<file path="src/rtl/lease_pkg.sv">
package lease_pkg;

  typedef enum logic [1:0] {
    ST_IDLE = 2'd0,
    ST_SEND = 2'd1,
    ST_WAIT = 2'd2
  } lease_state_e;

  // A line is live while (expiry - now) mod 2^tw lies in [1, 2^(tw-1)-1]; tw <= 31.
  function automatic logic lease_live(logic [31:0] expiry, logic [31:0] now, int unsigned tw);
    logic [31:0] mask;
    logic [31:0] diff;
    mask = (32'h1 << tw) - 32'h1;
    diff = (expiry - now) & mask;
    return (diff != 32'h0) && (diff[tw-1] == 1'b0);
  endfunction

endpackage

</file>
<file path="src/rtl/lease_lines.sv">
module lease_lines #(
  parameter int NL  = 4,
  parameter int IW  = 2,
  parameter int TGW = 6,
  parameter int DW  = 16,
  parameter int TW  = 16
) (
  input  logic           clk,
  input  logic           rst_n,
  input  logic [IW-1:0]  rd_idx,
  output logic           rd_valid,
  output logic [TGW-1:0] rd_tag,
  output logic [DW-1:0]  rd_data,
  output logic [TW-1:0]  rd_exp,
  input  logic           fill_we,
  input  logic [IW-1:0]  fill_idx,
  input  logic [TGW-1:0] fill_tag,
  input  logic [DW-1:0]  fill_data,
  input  logic [TW-1:0]  fill_exp,
  input  logic           upd_we,
  input  logic [IW-1:0]  upd_idx,
  input  logic [DW-1:0]  upd_data
);
  logic           vld_q  [NL];
  logic [TGW-1:0] tag_q  [NL];
  logic [DW-1:0]  data_q [NL];
  logic [TW-1:0]  exp_q  [NL];

  always_ff @(posedge clk or negedge rst_n) begin
    if (!rst_n) begin
      for (int i = 0; i < NL; i++) begin
        vld_q[i]  <= 1'b0;
        tag_q[i]  <= '0;
        data_q[i] <= '0;
        exp_q[i]  <= '0;
      end
    end else begin
      for (int i = 0; i < NL; i++) begin
        if (fill_we && fill_idx == IW'(i)) begin
          vld_q[i]  <= 1'b1;
          tag_q[i]  <= fill_tag;
          data_q[i] <= fill_data;
          exp_q[i]  <= fill_exp;
        end else if (upd_we && upd_idx == IW'(i)) begin
          data_q[i] <= upd_data;
        end
      end
    end
  end

  assign rd_valid = vld_q[rd_idx];
  assign rd_tag   = tag_q[rd_idx];
  assign rd_data  = data_q[rd_idx];
  assign rd_exp   = exp_q[rd_idx];
endmodule

</file>
<file path="src/rtl/lease_probe.sv">
module lease_probe #(
  parameter int TGW = 6,
  parameter int TW  = 16
) (
  input  logic           line_valid,
  input  logic [TGW-1:0] line_tag,
  input  logic [TW-1:0]  line_exp,
  input  logic [TGW-1:0] req_tag,
  input  logic [TW-1:0]  now,
  output logic           hit
);
  import lease_pkg::*;
  logic tag_eq;
  logic alive;
  assign tag_eq = line_valid && (line_tag == req_tag);
  assign alive  = lease_live(32'(line_exp), 32'(now), TW);
  assign hit    = tag_eq && alive;
endmodule

</file>
<file path="src/rtl/lease_ctrl.sv">
module lease_ctrl #(
  parameter int AW = 8,
  parameter int DW = 16
) (
  input  logic          clk,
  input  logic          rst_n,
  input  logic          req_valid_i,
  input  logic          req_write_i,
  input  logic [AW-1:0] req_addr_i,
  input  logic [DW-1:0] req_wdata_i,
  input  logic          line_hit,
  input  logic [DW-1:0] line_data,
  input  logic          nl_req_ready_i,
  input  logic          nl_rsp_valid_i,
  input  logic [DW-1:0] nl_rsp_data_i,
  output logic          req_ready_o,
  output logic          rsp_valid_o,
  output logic [DW-1:0] rsp_rdata_o,
  output logic          nl_req_valid_o,
  output logic          nl_req_write_o,
  output logic [AW-1:0] nl_req_addr_o,
  output logic [DW-1:0] nl_req_wdata_o,
  output logic          acc_load_hit,
  output logic          acc_store,
  output logic          store_upd,
  output logic          fill_take,
  output logic [AW-1:0] pend_addr
);
  import lease_pkg::*;
  lease_state_e  state_q, state_d;
  logic          accept;
  logic          acc_load_miss;
  logic          pend_write_q;
  logic [AW-1:0] pend_addr_q;
  logic [DW-1:0] pend_wdata_q;
  logic          rsp_valid_q;
  logic [DW-1:0] rsp_data_q;

  assign accept        = req_valid_i && (state_q == ST_IDLE);
  assign acc_load_hit  = accept && !req_write_i && line_hit;
  assign acc_load_miss = accept && !req_write_i && !line_hit;
  assign acc_store     = accept && req_write_i;
  assign store_upd     = acc_store && line_hit;
  assign fill_take     = (state_q == ST_WAIT) && nl_rsp_valid_i;

  always_comb begin
    state_d = state_q;
    case (state_q)
      ST_IDLE: if (acc_load_miss || acc_store) state_d = ST_SEND;
      ST_SEND: if (nl_req_ready_i) state_d = pend_write_q ? ST_IDLE : ST_WAIT;
      ST_WAIT: if (nl_rsp_valid_i) state_d = ST_IDLE;
      default: state_d = ST_IDLE;
    endcase
  end

  always_ff @(posedge clk or negedge rst_n) begin
    if (!rst_n) begin
      state_q      <= ST_IDLE;
      pend_write_q <= 1'b0;
      pend_addr_q  <= '0;
      pend_wdata_q <= '0;
      rsp_valid_q  <= 1'b0;
      rsp_data_q   <= '0;
    end else begin
      state_q     <= state_d;
      rsp_valid_q <= acc_load_hit || fill_take;
      if (fill_take)         rsp_data_q <= nl_rsp_data_i;
      else if (acc_load_hit) rsp_data_q <= line_data;
      if (acc_load_miss || acc_store) begin
        pend_write_q <= req_write_i;
        pend_addr_q  <= req_addr_i;
        pend_wdata_q <= req_wdata_i;
      end
    end
  end

  assign req_ready_o    = (state_q == ST_IDLE);
  assign rsp_valid_o    = rsp_valid_q;
  assign rsp_rdata_o    = rsp_data_q;
  assign nl_req_valid_o = (state_q == ST_SEND);
  assign nl_req_write_o = pend_write_q;
  assign nl_req_addr_o  = pend_addr_q;
  assign nl_req_wdata_o = pend_wdata_q;
  assign pend_addr      = pend_addr_q;
endmodule

</file>
<file path="src/rtl/lease_l1_cache.sv">
module lease_l1_cache #(
  parameter int AW = 8,
  parameter int DW = 16,
  parameter int TW = 16,
  parameter int IW = 2
) (
  input  logic          clk,
  input  logic          rst_n,
  input  logic [TW-1:0] now_i,
  input  logic          req_valid_i,
  input  logic          req_write_i,
  input  logic [AW-1:0] req_addr_i,
  input  logic [DW-1:0] req_wdata_i,
  output logic          req_ready_o,
  output logic          rsp_valid_o,
  output logic [DW-1:0] rsp_rdata_o,
  output logic          nl_req_valid_o,
  output logic          nl_req_write_o,
  output logic [AW-1:0] nl_req_addr_o,
  output logic [DW-1:0] nl_req_wdata_o,
  input  logic          nl_req_ready_i,
  input  logic          nl_rsp_valid_i,
  input  logic [DW-1:0] nl_rsp_data_i,
  input  logic [TW-1:0] nl_rsp_expiry_i
);
  localparam int NL  = 1 << IW;
  localparam int TGW = AW - IW;

  logic           line_valid;
  logic [TGW-1:0] line_tag;
  logic [DW-1:0]  line_data;
  logic [TW-1:0]  line_exp;
  logic           line_hit;
  logic           acc_load_hit;
  logic           acc_store;
  logic           store_upd;
  logic           fill_take;
  logic [AW-1:0]  pend_addr;

  lease_lines #(.NL(NL), .IW(IW), .TGW(TGW), .DW(DW), .TW(TW)) u_lines (
    .clk(clk), .rst_n(rst_n),
    .rd_idx(req_addr_i[IW-1:0]),
    .rd_valid(line_valid), .rd_tag(line_tag), .rd_data(line_data), .rd_exp(line_exp),
    .fill_we(fill_take), .fill_idx(pend_addr[IW-1:0]), .fill_tag(pend_addr[AW-1:IW]),
    .fill_data(nl_rsp_data_i), .fill_exp(nl_rsp_expiry_i),
    .upd_we(store_upd), .upd_idx(req_addr_i[IW-1:0]), .upd_data(req_wdata_i)
  );

  lease_probe #(.TGW(TGW), .TW(TW)) u_probe (
    .line_valid(line_valid), .line_tag(line_tag), .line_exp(line_exp),
    .req_tag(req_addr_i[AW-1:IW]), .now(now_i), .hit(line_hit)
  );

  lease_ctrl #(.AW(AW), .DW(DW)) u_ctrl (
    .clk(clk), .rst_n(rst_n),
    .req_valid_i(req_valid_i), .req_write_i(req_write_i),
    .req_addr_i(req_addr_i), .req_wdata_i(req_wdata_i),
    .line_hit(line_hit), .line_data(line_data),
    .nl_req_ready_i(nl_req_ready_i), .nl_rsp_valid_i(nl_rsp_valid_i),
    .nl_rsp_data_i(nl_rsp_data_i),
    .req_ready_o(req_ready_o), .rsp_valid_o(rsp_valid_o), .rsp_rdata_o(rsp_rdata_o),
    .nl_req_valid_o(nl_req_valid_o), .nl_req_write_o(nl_req_write_o),
    .nl_req_addr_o(nl_req_addr_o), .nl_req_wdata_o(nl_req_wdata_o),
    .acc_load_hit(acc_load_hit), .acc_store(acc_store), .store_upd(store_upd),
    .fill_take(fill_take), .pend_addr(pend_addr)
  );
endmodule

</file>
<file path="config.mk">
export PLATFORM = sky130hd
export DESIGN_NAME = lease_l1_cache
export DESIGN_NICKNAME = d
export VERILOG_FILES = /design/src/rtl/lease_pkg.sv /design/src/rtl/lease_lines.sv /design/src/rtl/lease_probe.sv /design/src/rtl/lease_ctrl.sv /design/src/rtl/lease_l1_cache.sv
export SDC_FILE = /design/constraint.sdc
export NUM_CORES = 1
export LEC_CHECK = 0
export BUFFER_PORTS_ARGS = -buffer_cell sky130_fd_sc_hd__buf_2
export CORE_ASPECT_RATIO = 1.5
export CORE_MARGIN = 4
export CORE_UTILIZATION = 40
export CTS_BUF_LIST = sky130_fd_sc_hd__clkbuf_16
export DETAILED_ROUTE_END_ITERATION = 7
export PLACE_DENSITY_LB_ADDON = 0.2
export SLEW_MARGIN = 15
export SYNTH_ARGS = -nofsm -noshare
export SYNTH_HDL_FRONTEND = slang
export SYNTH_SLANG_ARGS = --single-unit
</file>
<file path="constraint.sdc">
create_clock -name clk -period 7.4 [get_ports clk]
set_clock_uncertainty 0.1 [all_clocks]
set_input_delay 0 -clock clk [delete_from_list [all_inputs] [get_ports clk]]
set_output_delay 0 -clock clk [all_outputs]
set_load 0.03 [all_outputs]
</file>
**Yosys cells after proc, flatten, opt, wreduce, memory -nomap -nowiden**

Cells that the tools add are included.

- Bits in registers: 200
- Output and inout bits: 44
- Word-level logic and storage cells: 97

- Add/sub/neg operators: 1
- $lt $le $gt $ge: 1
- Equal/unequal tests: 12
- Muxes and demuxes: 27
- Bitwise operators: 2
- Reductions and logical operators: 32

Operator list:

| cell | number |
|---|---|
| 16-bit two-way mux | 14 |
| 16-bit binary-select mux with 2-bit select | 2 |
| 32-bit nonzero test | 1 |
| 1-bit logical AND | 18 |
| 16-bit subtractor | 1 |
| 6-bit binary-select mux with 2-bit select | 1 |
| 6-bit two-way mux | 2 |
| 2-bit == test (second input constant) | 5 |
| 2-bit nonzero test | 5 |
| 2-bit two-way mux | 4 |
| 2-bit by 1-bit == test with 1-bit output (second input constant) | 3 |
| 6-bit == test | 1 |
| 2-bit zero test | 3 |
| 2-bit one-hot mux with 3 select lines | 1 |
| 2-bit by 1-bit != test with 1-bit output (second input constant) | 2 |
| 3-bit greater-or-equal comparator (second input constant) | 1 |
| 2-bit NOT with 3-bit output | 1 |
| 3-bit AND reduction | 1 |
| 1-bit binary-select mux with 2-bit select | 1 |
| 1-bit zero test | 2 |
| 1-bit logical OR | 2 |
| 1-bit two-way mux | 2 |
| 2-bit != test (second input constant) | 1 |
| 1-bit NOT | 1 |

**Depth between registers and ports, before layout**

Gate-level depths: netlist of the first run.

- Depth after elaboration: 13
- Mapped depth: 17

**By module**

From an unflattened synthesis of the first run, not the netlist that was laid out.

- Cell total of the unflattened synthesis: 900
- Area, all modules: 10,477.5 um2

Modules (own cells, without submodules):

| module | instances | cells an instance | area an instance (um2) | sequential area each (um2) |
|---|---|---|---|---|
| lease_lines | 1 | 601 | 7,310.8 | 3,903.7 |
| lease_ctrl | 1 | 132 | 2,057.0 | 1,101.1 |
| lease_probe | 1 | 167 | 1,109.8 | 0.0 |

**Worst setup path before layout of the first run**

No wires, ideal clock.

- Path type: input port to flip-flop
- From: in req_addr_i[0]
- To: reg u_ctrl.pend_addr_q[3] (netlist: u_ctrl.nl_req_addr_o[3])
- Library setup time: 0.125 ns
- Arrival: 4.880 ns
- Data required time: 7.175 ns
- Path slack: 2.294 ns
- Stages: 16
- Cells stage by stage: buf_2 > buf_2 > buf_1 > clkbuf_1 > mux4_2 > ha_1 > and3_2 > nand2_1 > a21oi_2 > or4b_1 > a221o_1 > nor4_4 > a31oi_4 > a21oi_4 > buf_12 > mux2_4

- Longest elaborated chain between the ends: 11
- Elaborated cells between the ends (all ways): 20

RTL lines:

| element | RTL line | RTL |
|---|---|---|
| from (decl) | lease_l1_cache.sv:12 | `input logic [AW-1:0] req_addr_i,` |
| 2-bit NOT with 3-bit output (not written as such) (*) | lease_lines.sv:51, lease_lines.sv:52, lease_lines.sv:54 |  |
| 16-bit binary-select mux with 2-bit select | lease_lines.sv:54 | `assign rd_exp = exp_q[rd_idx];` |
| 16-bit two-way mux (not written as such) (2 in a row) | lease_lines.sv:54 |  |
| 16-bit subtractor | lease_pkg.sv:14 | `diff = (expiry - now) & mask;` |
| 32-bit nonzero test or 1-bit NOT (tied branches) | lease_pkg.sv:15 | `return (diff != 32'h0) && (diff[tw-1] == 1'b0);` |
| 1-bit logical AND | lease_pkg.sv:15 |  |
| 1-bit logical AND (*) | lease_probe.sv:17 | `assign hit = tag_eq && alive;` |
| 1-bit zero test (*) | lease_ctrl.sv:41 | `assign acc_load_miss = accept && !req_write_i && !line_hit;` |
| 1-bit logical AND (*) | lease_ctrl.sv:41 |  |
| 1-bit logical OR (*) | lease_ctrl.sv:69 | `if (acc_load_miss \|\| acc_store) begin` |
| to (signal assigned) | lease_ctrl.sv:71 | `pend_addr_q <= req_addr_i;` |
| to (decl) | lease_ctrl.sv:34 | `logic [AW-1:0] pend_addr_q;` |

Every way passes the cells marked *; elsewhere a longest branch is shown, timed or not. The select of a mux whose other input is x is not followed.
A chain may end at the register's enable or synchronous reset.

**Worst setup path after layout of the first run**

- From: in req_addr_i[0]
- To: reg u_ctrl.pend_addr_q[2] (netlist: u_ctrl.nl_req_addr_o[2])

Same word-level chain as after synthesis.

==> flow_metrics.py, run 1 <==
metrics = {
    "grt": {
        "grt_util_all_layers_pct": 18.0,
        "global_route_wire_length_before_repair_um": 40500,
        "via_count_of_the_first_global_routing_pass": 7328,
        "number_of_antenna_violations_at_the_first_check_in_global_routing": 0,
        "maximum_number_of_pins_on_one_net_before_global_route_repair": 77,
        "grt.overflow.total": 0,
    },
    "worst_setup_path": {
        "timing.critical_path.cells": "buf_2 > buf_4 > mux4_2 > ha_1 > nand2_1 > o21a_1 > nand2_1 > or4b_1 > a221o_1 > nor4_4 > a31oi_4 > a21oi_4 > buf_4 > mux2_2",
        "critPathRequiredTime_ns": 7.62,
        "r2r_slack_ns": 2.61,
        "worst-path-buf-inv": 3,
        "worstSetupEndpointType": "flip-flop",
        "data_arrival_time_of_the_critical_path_ns": 5.15,
        "worstPathMaxFanout": 25,
        "crit_type": "input pin to flip-flop",
        "worst_path_largest_cell_delay_ns": 0.69,
        "cp_top_family": "compound AO/OA/AOI/OAI gates",
        "critical_path_launch_point_type": "input pin",
        "worst_path_max_delay_cell": "a21oi_4",
    },
    "route": {
        "drt_iter0_markers": 316,
        "drt-wirelength-per-cell_um": 19.9,
        "post-route-drc-count": 0,
        "drt_wl_total_um": 25300,
        "detail-route-antenna-nets": 0,
        "via_per_inst": 5.28,
        "drt_pass_1_iters": 4,
        "detailroute.via_count": 6698,
    },
    "synth": {
        "synth-seq-cells": 200,
        "mappedNetlistNets": 843,
        "yosys_most_used_dff": "dfrtp_1",
        "yosysSeqAreaShare_pct": 47.8,
        "synthCells": 749,
        "synthesis.area_um2": 10500,
        "postSynthAreaPerCell_um2": 14.0,
        "synth_edf_count": 0,
        "synth_warnings": 0,
        "synth_async_sr_flop_share_pct": 100,
        "synth_cell_type_count": 65,
    },
    "clock_tree": {
        "cts_buffer_depth": 2,
        "cts_hold_buf": 62,
        "post-cts-setup-buffer-count": 0,
        "clock_insertion_delay_worst_skew_ns": 0.44,
        "clk_root_buffer_cell": "clkbuf_16",
        "cts.clk_slew.worst_paths_ns": 0.07,
        "cts_tree": "yes",
        "htreeDepth": 4,
        "numClockSinks": 200,
        "cts_resized": 0,
        "numCtsBuffers": 17,
    },
    "floorplan": {
        "area_enclosed_by_the_die_boundary_um2": 28900,
        "die_h_um": 206,
        "floorplan.rows": 72,
        "starting_density_pct": 40.7,
        "num_io_pins": 122,
        "placeableCoreArea_um2": 25800,
        "die_x_um": 140,
    },
    "run_status": {
        "run_status": "complete, no violations",
    },
    "power_and_ir_drop": {
        "p_leak_nw": 5.78,
        "ir_worst_vdd_mv": 0.202,
        "powerDensity_nw_per_um2": 353,
    },
    "timing": {
        "timing.final.crit_share_pct": 66.6,
        "timing.fmax_ghz": 0.203,
        "final.min_clock_period_ns": 4.93,
        "timing_max_transition_violations_final": 0,
        "setup_viol": 0,
        "fin_setup_tns_ns": 0,
        "slew-limit-headroom_pct": 32.9,
        "hold_violations": 0,
        "worst-slew-pin-transition_ns": 1.01,
        "setup_repair_after_global_routing_missed_its_margin": "no",
    },
    "finish": {
        "layout.nets": 1017,
        "area_delta_synth_final_pct": 19.9,
        "drive_above_1_share_pct": 48.4,
        "antenna_cells_inserted": 0,
        "final_cells": 1269,
        "n_fill_cell": 2354,
    },
    "placement": {
        "post-place-cells": 1175,
        "port_buffers": 121,
        "dp_hpwl_um": 16600,
        "finalWeightedCongestion": 0.797,
    },
    "hold_path": {
        "worstHoldPathType": "input pin to flip-flop",
    },
    "job": {
        "max_cap_violations": 0,
    },
}
-- report_power, final --
group	switching, W	internal, W	total [W]
clock network	0.000417	0.000459	0.000876
logic	0.000851	0.000879	0.00173
registers	0.000268	0.00157	0.00183
total	0.00154	0.00290	0.00444
-- flip-flops by register name, indices dropped and copies added (netlist names) --
signal,count
u_lines.vld_q,4
u_ctrl.nl_req_wdata_o,16
u_ctrl.state_q,2
u_lines.data_q,64
u_ctrl.nl_req_addr_o,8
u_lines.exp_q,64
u_lines.tag_q,24
u_ctrl.rsp_rdata_o,16
u_ctrl.rsp_valid_o,1
u_ctrl.nl_req_write_o,1
-- layout make-up --
type                            count  area (um2)  share of cell area (%)
Clock buffer                       17         425                    3.39
Clock inverter                     15         113                   0.897
Inverter                           22        82.6                   0.658
Multi-Input combinational cell    487        5190                    41.3
Sequential cell                   200        5000                    39.9
Tap cell                          333         417                    3.32
Timing Repair Buffer              195        1330                    10.6
-- metal layers --
layer	global-route usage [%]	routed length [um]
met1	22.5	10900
met4	4.64	300
met2	32.1	13100
met3	3.22	880
met5	0	0
-- cell families (layout without fill, tap and decap cells) --
family / count (synthesis) / after routing / share of synthesized area, %
xor+xnor: 13 / 13 / 1.09
buf+inv: 62 / 249 / 2.96
mux: 287 / 287 / 35.6
flops: 200 / 200 / 47.8
simple gates: 89 / 89 / 4.51
fa+ha+maj: 16 / 16 / 1.98
compound gates: 82 / 82 / 6.07
-- per-stage QoR --
| stage | worst slack [ns] | power [W] | hold WS [ns] | cell area (um2) | utilization, % |
|---|---|---|---|---|---|
| 4_1_cts | 2.34 | 0.00449 | 0.0845 | 12600 | 48.7 |
| 3_3_place_gp | 1.94 | 0.00354 | -0.0815 | 11400 | 44.2 |
| 3_5_place_dp | 1.88 | 0.00357 | -0.0826 | 11400 | 44.2 |
| 6_report | 2.47 | 0.00444 | 0.0987 | 12600 | 48.7 |
| 5_1_grt | 2.11 | 0.00472 | 0.116 | 12600 | 48.7 |
| 2_1_floorplan | 2.29 | 0.00311 | -0.396 | 10500 | - |
-- worst reg2reg max path: stages, from the launching register on --
cell	delay [ns]
dfrtp_1	0.38
mux4_2	0.45
inv_1	0.07
ha_1	0.17
fa_1	0.20
and2b_2	0.24
o21ai_2	0.17
a21oi_2	0.10
or4b_1	0.50
a221o_1	0.37
nor4_4	0.24
a31oi_4	0.25
a21oi_4	0.69
buf_4	0.38
mux2_2	0.37
-- cells in the mapped netlist, types with 2 or more instances --
master	instances	area share, %
o21ai_0	16	0.76
buf_2	3	0.14
nand3_1	3	0.14
a211oi_1	3	0.21
mux4_2	39	8.4
xnor2_1	8	0.67
buf_1	9	0.32
a21boi_0	2	0.14
a21o_1	9	0.64
nor3b_1	4	0.29
mux2_1	10	1.1
nor2b_1	6	0.36
ha_1	15	1.8
mux2i_1	8	0.76
a31oi_1	3	0.18
o211ai_1	5	0.36
a21oi_4	4	0.62
and3_1	3	0.18
mux2_2	211	23
o21a_1	3	0.21
nor2_1	21	0.75
dfrtp_1	200	48
nand2_1	21	0.75
buf_12	2	0.38
o21bai_1	3	0.21
xor2_1	5	0.42
clkbuf_1	19	0.68
nor3_1	11	0.53
nand2b_1	4	0.24
a22o_1	4	0.33
buf_6	4	0.43
buf_4	3	0.21
or2_2	3	0.18
and3_2	2	0.14
mux2_4	19	2.7
inv_1	22	0.79
a21boi_4	2	0.36
a21oi_1	13	0.62
-- worst paths after layout --
| path | from | to | cells past startpoint |
|---|---|---|---|
| min in group asynchronous | rst_n | u_lines.data_q[3]$_DFFE_PN0P_ | 3 |
| max in group asynchronous | rst_n | u_lines.vld_q[1]$_DFFE_PN0P_ | 4 |
| max reg2reg | u_lines.exp_q[16]$_DFFE_PN0P_ | u_ctrl.nl_req_addr_o[2]$_DFFE_PN0P_ | 14 |
| min reg2reg | u_lines.vld_q[0]$_DFFE_PN0P_ | u_lines.vld_q[0]$_DFFE_PN0P_ | 1 |
| max | req_addr_i[0] | u_ctrl.nl_req_addr_o[2]$_DFFE_PN0P_ | 14 |
| min | req_write_i | u_ctrl.state_q[0]$_DFFE_PN0P_ | 4 |
-- cell usage in the layout, fill, tap and decap left out, types with 6 or more instances in the layout --
cell type,n
a21o_1,9
a21oi_1,13
buf_2,120
buf_4,12
clkbuf_16,17
dfrtp_1,200
dlygate4sd3_1,62
ha_1,15
inv_1,26
mux2_1,10
mux2_2,211
mux2_4,19
mux2i_1,8
mux4_2,39
nand2_1,20
nor2_1,19
nor2b_1,6
nor3_1,10
o21ai_0,16
xnor2_1,8
(Power assumes the default switching activity.)
==> run 2: changes to the inputs <==
clock period = 4.63 ns   (was 7.4 ns; I/O delays follow)
==> run 2 against run 1 <==
  * Non-clock buffer count grew 14
  * Register-to-register slack got worse by 2.3 ns
  * Die area unchanged
  * Via count rose by 0.72%
  * Largest cell class unchanged
==> flow_metrics.py, run 2 (synthesis gave the netlist of run 1 again) <==
metrics = {
    "run_status": {
        "run_status": "complete, no violations",
    },
    "floorplan": {
        "num_io_pins": 122,
        "placeableCoreArea_um2": 25800,
        "die_x_um": 140,
        "starting_density_pct": 40.7,
        "floorplan.rows": 72,
        "die_h_um": 206,
        "area_enclosed_by_the_die_boundary_um2": 28900,
    },
    "route": {
        "post-route-drc-count": 0,
        "drt-wirelength-per-cell_um": 19.7,
        "drt_wl_total_um": 25300,
        "drt_iter0_markers": 309,
        "detail-route-antenna-nets": 0,
        "detailroute.via_count": 6746,
        "drt_pass_1_iters": 4,
        "via_per_inst": 5.26,
    },
    "clock_tree": {
        "numClockSinks": 200,
        "cts_buffer_depth": 2,
        "cts_resized": 0,
        "cts.clk_slew.worst_paths_ns": 0.07,
        "clk_root_buffer_cell": "clkbuf_16",
        "htreeDepth": 4,
        "numCtsBuffers": 17,
        "clock_insertion_delay_worst_skew_ns": 0.44,
        "cts_tree": "yes",
    },
    "placement": {
        "port_buffers": 121,
        "finalWeightedCongestion": 0.812,
        "dp_hpwl_um": 17200,
    },
    "finish": {
        "area_delta_synth_final_pct": 21.5,
        "drive_above_1_share_pct": 49.5,
        "layout.nets": 1031,
        "most_common_cell_after_layout_fill_and_taps_aside": "mux2_2",
        "largest_registers": "u_lines.data_q: 64 flops, u_lines.exp_q: 64 flops, u_lines.tag_q: 24 flops",
        "layout_common_cells": "mux2_2, dfrtp_1, buf_2",
        "fin_util_pct": 49.4,
        "antenna_cells_inserted": 0,
    },
    "worst_setup_path": {
        "r2r_slack_ns": 0.28,
        "worstSetupEndpointType": "flip-flop",
        "critical_path.reg2reg.endpoint": "u_lines.data_q[3]$_DFFE_PN0P_",
        "critPathRequiredTime_ns": 4.85,
        "worstRegToRegCells": 14,
        "data_arrival_time_of_the_critical_path_ns": 4.57,
        "r2r_start": "u_lines.exp_q[0]$_DFFE_PN0P_",
        "critical_path_launch_point_type": "flip-flop",
        "crit_type": "flip-flop to flip-flop",
        "worstPathMaxFanout": 16,
    },
    "timing": {
        "setup_viol": 0,
        "worst-slew-pin-transition_ns": 0.994,
        "timing.fmax_ghz": 0.230,
        "timing_max_transition_violations_final": 0,
        "fin_setup_tns_ns": 0,
        "hold_violations": 0,
        "timing.final.crit_share_pct": 93.9,
        "final.min_clock_period_ns": 4.35,
        "setup_repair_after_global_routing_missed_its_margin": "no",
        "slew-limit-headroom_pct": 33.7,
    },
    "hold_path": {
        "whs_endpoint": "u_ctrl.state_q[0]$_DFFE_PN0P_",
        "min_delay_src": "req_write_i",
        "worstHoldPathType": "input pin to flip-flop",
        "whs_path_depth": 5,
    },
    "grt": {
        "grt_util_all_layers_pct": 18.3,
        "number_of_antenna_violations_at_the_first_check_in_global_routing": 0,
        "via_count_of_the_first_global_routing_pass": 7424,
        "global_route_wire_length_before_repair_um": 41300,
        "grt.overflow.total": 0,
        "maximum_number_of_pins_on_one_net_before_global_route_repair": 121,
    },
    "power_and_ir_drop": {
        "powerDensity_nw_per_um2": 564,
        "p_leak_nw": 5.87,
        "ir_worst_vdd_mv": 0.329,
    },
    "job": {
        "max_cap_violations": 0,
    },
}
-- run 2: changes by cell type in the layout (fill, tap and decap cells not counted), sizes merged --
| cell | change |
|---|---|
| buf | +16 |
| bufinv | +1 |
| clkinvlp | +2 |
| dlygate4sd3 | -2 |
| inv | -3 |
-- run 2: metrics by stage --
step	cells	hold slack (ns)	worst slack (ns)	total power (W)	area (um2)
floorplan	749	-0.396	0.00786	0.00497	10500
global placement	1191	0.0934	0.276	0.00570	11600
detailed placement	1191	0.0945	0.202	0.00576	11600
CTS	1283	0.0735	0.253	0.00727	12700
global route	1283	0.0866	0.0983	0.00765	12700
finish	1283	0.0939	0.283	0.00718	12700
-- run 2: worst max-delay path: stages (launching register included) --
cell and delay, ns:
dfrtp_1 0.37, mux4_2 0.48, inv_1 0.07, ha_1 0.18, fa_1 0.22, and2b_2 0.24, o21ai_2 0.21, a21oi_2 0.11
or4b_1 0.51, a221o_1 0.36, nor4_4 0.26, a31oi_4 0.27, a21boi_4 0.20, buf_4 0.28, mux2_2 0.37
-- run 2: how the worst max path moves through the flow --
stage	slack, ns	to	cells after the start	from
final	0.28	u_lines.data_q[3]$_DFFE_PN0P_	14	u_lines.exp_q[0]$_DFFE_PN0P_
after global routing	0.1	u_lines.data_q[0]$_DFFE_PN0P_	14	u_lines.exp_q[0]$_DFFE_PN0P_
after CTS	0.25	u_lines.data_q[3]$_DFFE_PN0P_	14	u_lines.exp_q[0]$_DFFE_PN0P_
after detailed placement	0.20	u_lines.data_q[15]$_DFFE_PN0P_	15	req_addr_i[0]
after global placement	0.28	u_lines.data_q[4]$_DFFE_PN0P_	15	req_addr_i[0]
after floorplan	0.008	u_ctrl.nl_req_addr_o[3]$_DFFE_PN0P_	16	req_addr_i[1]
-- run 2: report_power, final --
part / internal (W) / switching [W] / total [W]
combinational: 0.00144 / 0.00138 / 0.00282
sequential: 0.00250 / 0.000417 / 0.00292
clock: 0.000787 / 0.000653 / 0.00144
total: 0.00473 / 0.00245 / 0.00718
-- run 2: cell type report --
type,instances,area (um2)
well taps,333,417
flip-flops and latches,200,5000
multi-input cells,487,5190
clock buffers,17,425
inverters,22,82.6
fillers,2313,13000
clock inverters,15,138
repair buffers,209,1480
-- run 2: repair_timing --
item | 4_1_cts | 5_1_grt
endpoints found under the hold margin | 287 | 0
hold buffers | 60 | 0
buffers inserted | 0 | 0
-- run 2: per-layer routing --
| metal | global-route usage [%] | share of wire [%] |
|---|---|---|
| met5 | 0 | 0 |
| met4 | 5.40 | 1.3 |
| met3 | 3.29 | 3.2 |
| met2 | 31.9 | 53 |
| met1 | 23.3 | 43 |
==> run 3: changes to the inputs <==
PLACE_DENSITY = 0.63   (was unset)
PLACE_DENSITY_LB_ADDON = unset   (was 0.2)
clock period = 5.3 ns   (was 4.63 ns; I/O delays follow)
==> run 3 against run 2 <==
  * Combinational power shrank 14%
  * Sequential power shrank 12%
  * Sequential cell count is the same
  * Critical path type unchanged
  * Largest cell class unchanged
  * Highest routed layer unchanged
==> flow_metrics.py, run 3 (synthesis gave the netlist of run 1 again) <==
metrics = {
    "run_status": {
        "run_status": "complete, no violations",
    },
    "placement": {
        "finalWeightedCongestion": 0.821,
        "placedInstanceArea_um2": 11500,
        "dp_hpwl_um": 16800,
        "port_buffers": 121,
    },
    "finish": {
        "largest_registers": "u_lines.data_q: 64 flops, u_lines.exp_q: 64 flops, u_lines.tag_q: 24 flops",
        "stdcell_area_um2": 12600,
        "antenna_cells_inserted": 0,
        "layout.nets": 1019,
        "drive_above_1_share_pct": 49.0,
        "fin_util_pct": 49.0,
        "layout_common_cells": "mux2_2, dfrtp_1, buf_2",
        "area_delta_synth_final_pct": 20.4,
        "most_common_cell_after_layout_fill_and_taps_aside": "mux2_2",
    },
    "timing": {
        "worst-slew-pin-transition_ns": 1.13,
        "setup_repair_after_global_routing_missed_its_margin": "no",
        "final.min_clock_period_ns": 4.46,
        "fin_setup_tns_ns": 0,
        "hold_violations": 0,
        "slew-limit-headroom_pct": 24.6,
        "timing.fmax_ghz": 0.224,
        "timing_max_transition_violations_final": 0,
        "timing.final.crit_share_pct": 84.1,
        "setup_viol": 0,
    },
    "power_and_ir_drop": {
        "clockPowerShare_pct": 20.1,
        "power.sequential.fraction_pct": 41.0,
        "switching_power_w": 0.00214,
        "ir_worst_vdd_mv": 0.354,
        "cellInternalPower_w": 0.00411,
        "swShare_pct": 34.2,
        "powerDensity_nw_per_um2": 495,
        "p_leak_nw": 5.80,
        "p_comb_share_pct": 38.9,
    },
    "worst_setup_path": {
        "data_arrival_time_of_the_critical_path_ns": 4.67,
        "worst_path_largest_cell_delay_ns": 0.51,
        "worst-path-buf-inv": 2,
        "critPathRequiredTime_ns": 5.51,
        "timing.critical_path.cells": "mux4_2 > inv_1 > ha_1 > fa_1 > and2b_2 > o21ai_2 > a21oi_2 > or4b_1 > a221o_1 > nor4_4 > a31oi_4 > a21oi_4 > buf_4 > mux2_2",
        "worstPathMaxFanout": 10,
        "cp_top_family": "compound AO/OA/AOI/OAI gates",
        "critical_path_launch_point_type": "flip-flop",
        "worstSetupEndpointType": "flip-flop",
        "worst_path_max_delay_cell": "or4b_1",
        "crit_type": "flip-flop to flip-flop",
    },
    "clock_tree": {
        "cts_resized": 0,
        "cts_buffer_depth": 2,
        "cts_tree": "yes",
        "clk_root_buffer_cell": "clkbuf_16",
        "clock_insertion_delay_worst_skew_ns": 0.43,
        "cts.clk_slew.worst_paths_ns": 0.07,
        "numClockSinks": 200,
        "numCtsBuffers": 17,
        "htreeDepth": 4,
    },
    "grt": {
        "global_route_wire_length_before_repair_um": 40600,
        "grt.overflow.total": 0,
        "maximum_number_of_pins_on_one_net_before_global_route_repair": 111,
        "via_count_of_the_first_global_routing_pass": 7279,
        "grt_util_all_layers_pct": 17.9,
        "number_of_antenna_violations_at_the_first_check_in_global_routing": 0,
    },
    "floorplan": {
        "die_h_um": 206,
        "placeableCoreArea_um2": 25800,
        "starting_density_pct": 40.7,
        "num_io_pins": 122,
        "area_enclosed_by_the_die_boundary_um2": 28900,
        "floorplan.rows": 72,
        "die_x_um": 140,
    },
    "route": {
        "drt-wirelength-per-cell_um": 19.9,
        "detail-route-antenna-nets": 0,
        "drt_pass_1_iters": 8,
        "detailroute.via_count": 6757,
        "drt_wl_total_um": 25200,
        "via_per_inst": 5.32,
        "post-route-drc-count": 0,
        "drt_iter0_markers": 351,
    },
    "job": {
        "max_cap_violations": 0,
    },
    "hold_path": {
        "worstHoldPathType": "input pin to async pin",
    },
}
## run 3: area by class of cell
type | count | area, um2
tap | 333 | 417
multi-input combinational | 487 | 5190
timing repair buffer | 197 | 1360
clock buffer | 17 | 425
inverter | 22 | 82.6
sequential | 200 | 5000
clock inverter | 14 | 135
fill | 2331 | 13100
## run 3: metal layers
metal	vias to the layer above	share of wire, %	track usage (%)
li1	3120	-	-
met1	3494	41	22.4
met2	132	55	32.9
met3	11	3.0	2.41
met4	0	0.82	4.26
met5	-	0	0
## run 3: power by group through the flow
stage               clock network [W]  logic, W  registers (W)
finish                        0.00126   0.00243        0.00256
global route                  0.00136   0.00263        0.00264
CTS                           0.00130   0.00246        0.00256
detailed placement                  0   0.00241        0.00258
global placement                    0   0.00237        0.00256
floorplan                           0   0.00157        0.00277
## run 3: final timing paths
path,from,to,slack (ns),cells past startpoint
setup / recovery,u_lines.exp_q[0]$_DFFE_PN0P_,u_lines.data_q[49]$_DFFE_PN0P_,0.84,14
hold / removal,rst_n,u_lines.tag_q[13]$_DFFE_PN0P_,0.13,2
setup reg to reg,u_lines.exp_q[0]$_DFFE_PN0P_,u_lines.data_q[49]$_DFFE_PN0P_,0.84,14
hold reg to reg,u_lines.vld_q[2]$_DFFE_PN0P_,u_lines.vld_q[2]$_DFFE_PN0P_,0.36,1
max in group asynchronous,rst_n,u_lines.exp_q[46]$_DFFE_PN0P_,3.49,3
min in group clk,req_write_i,u_ctrl.state_q[0]$_DFFE_PN0P_,0.14,5
## run 3: stage by stage
stage	hold WS (ns)	setup slack [ns]	std cells	total power (W)
2_1_floorplan	-0.396	0.194	749	0.00434
3_3_place_gp	0.0869	0.772	1179	0.00493
3_5_place_dp	0.0912	0.742	1179	0.00499
4_1_cts	0.127	0.815	1270	0.00632
5_1_grt	0.159	0.649	1270	0.00663
6_report	0.126	0.840	1270	0.00625
## run 3: repair_timing
item,in CTS,in global routing
buffers inserted,0,0
endpoints found under the hold margin,277,0
hold buffers,60,0
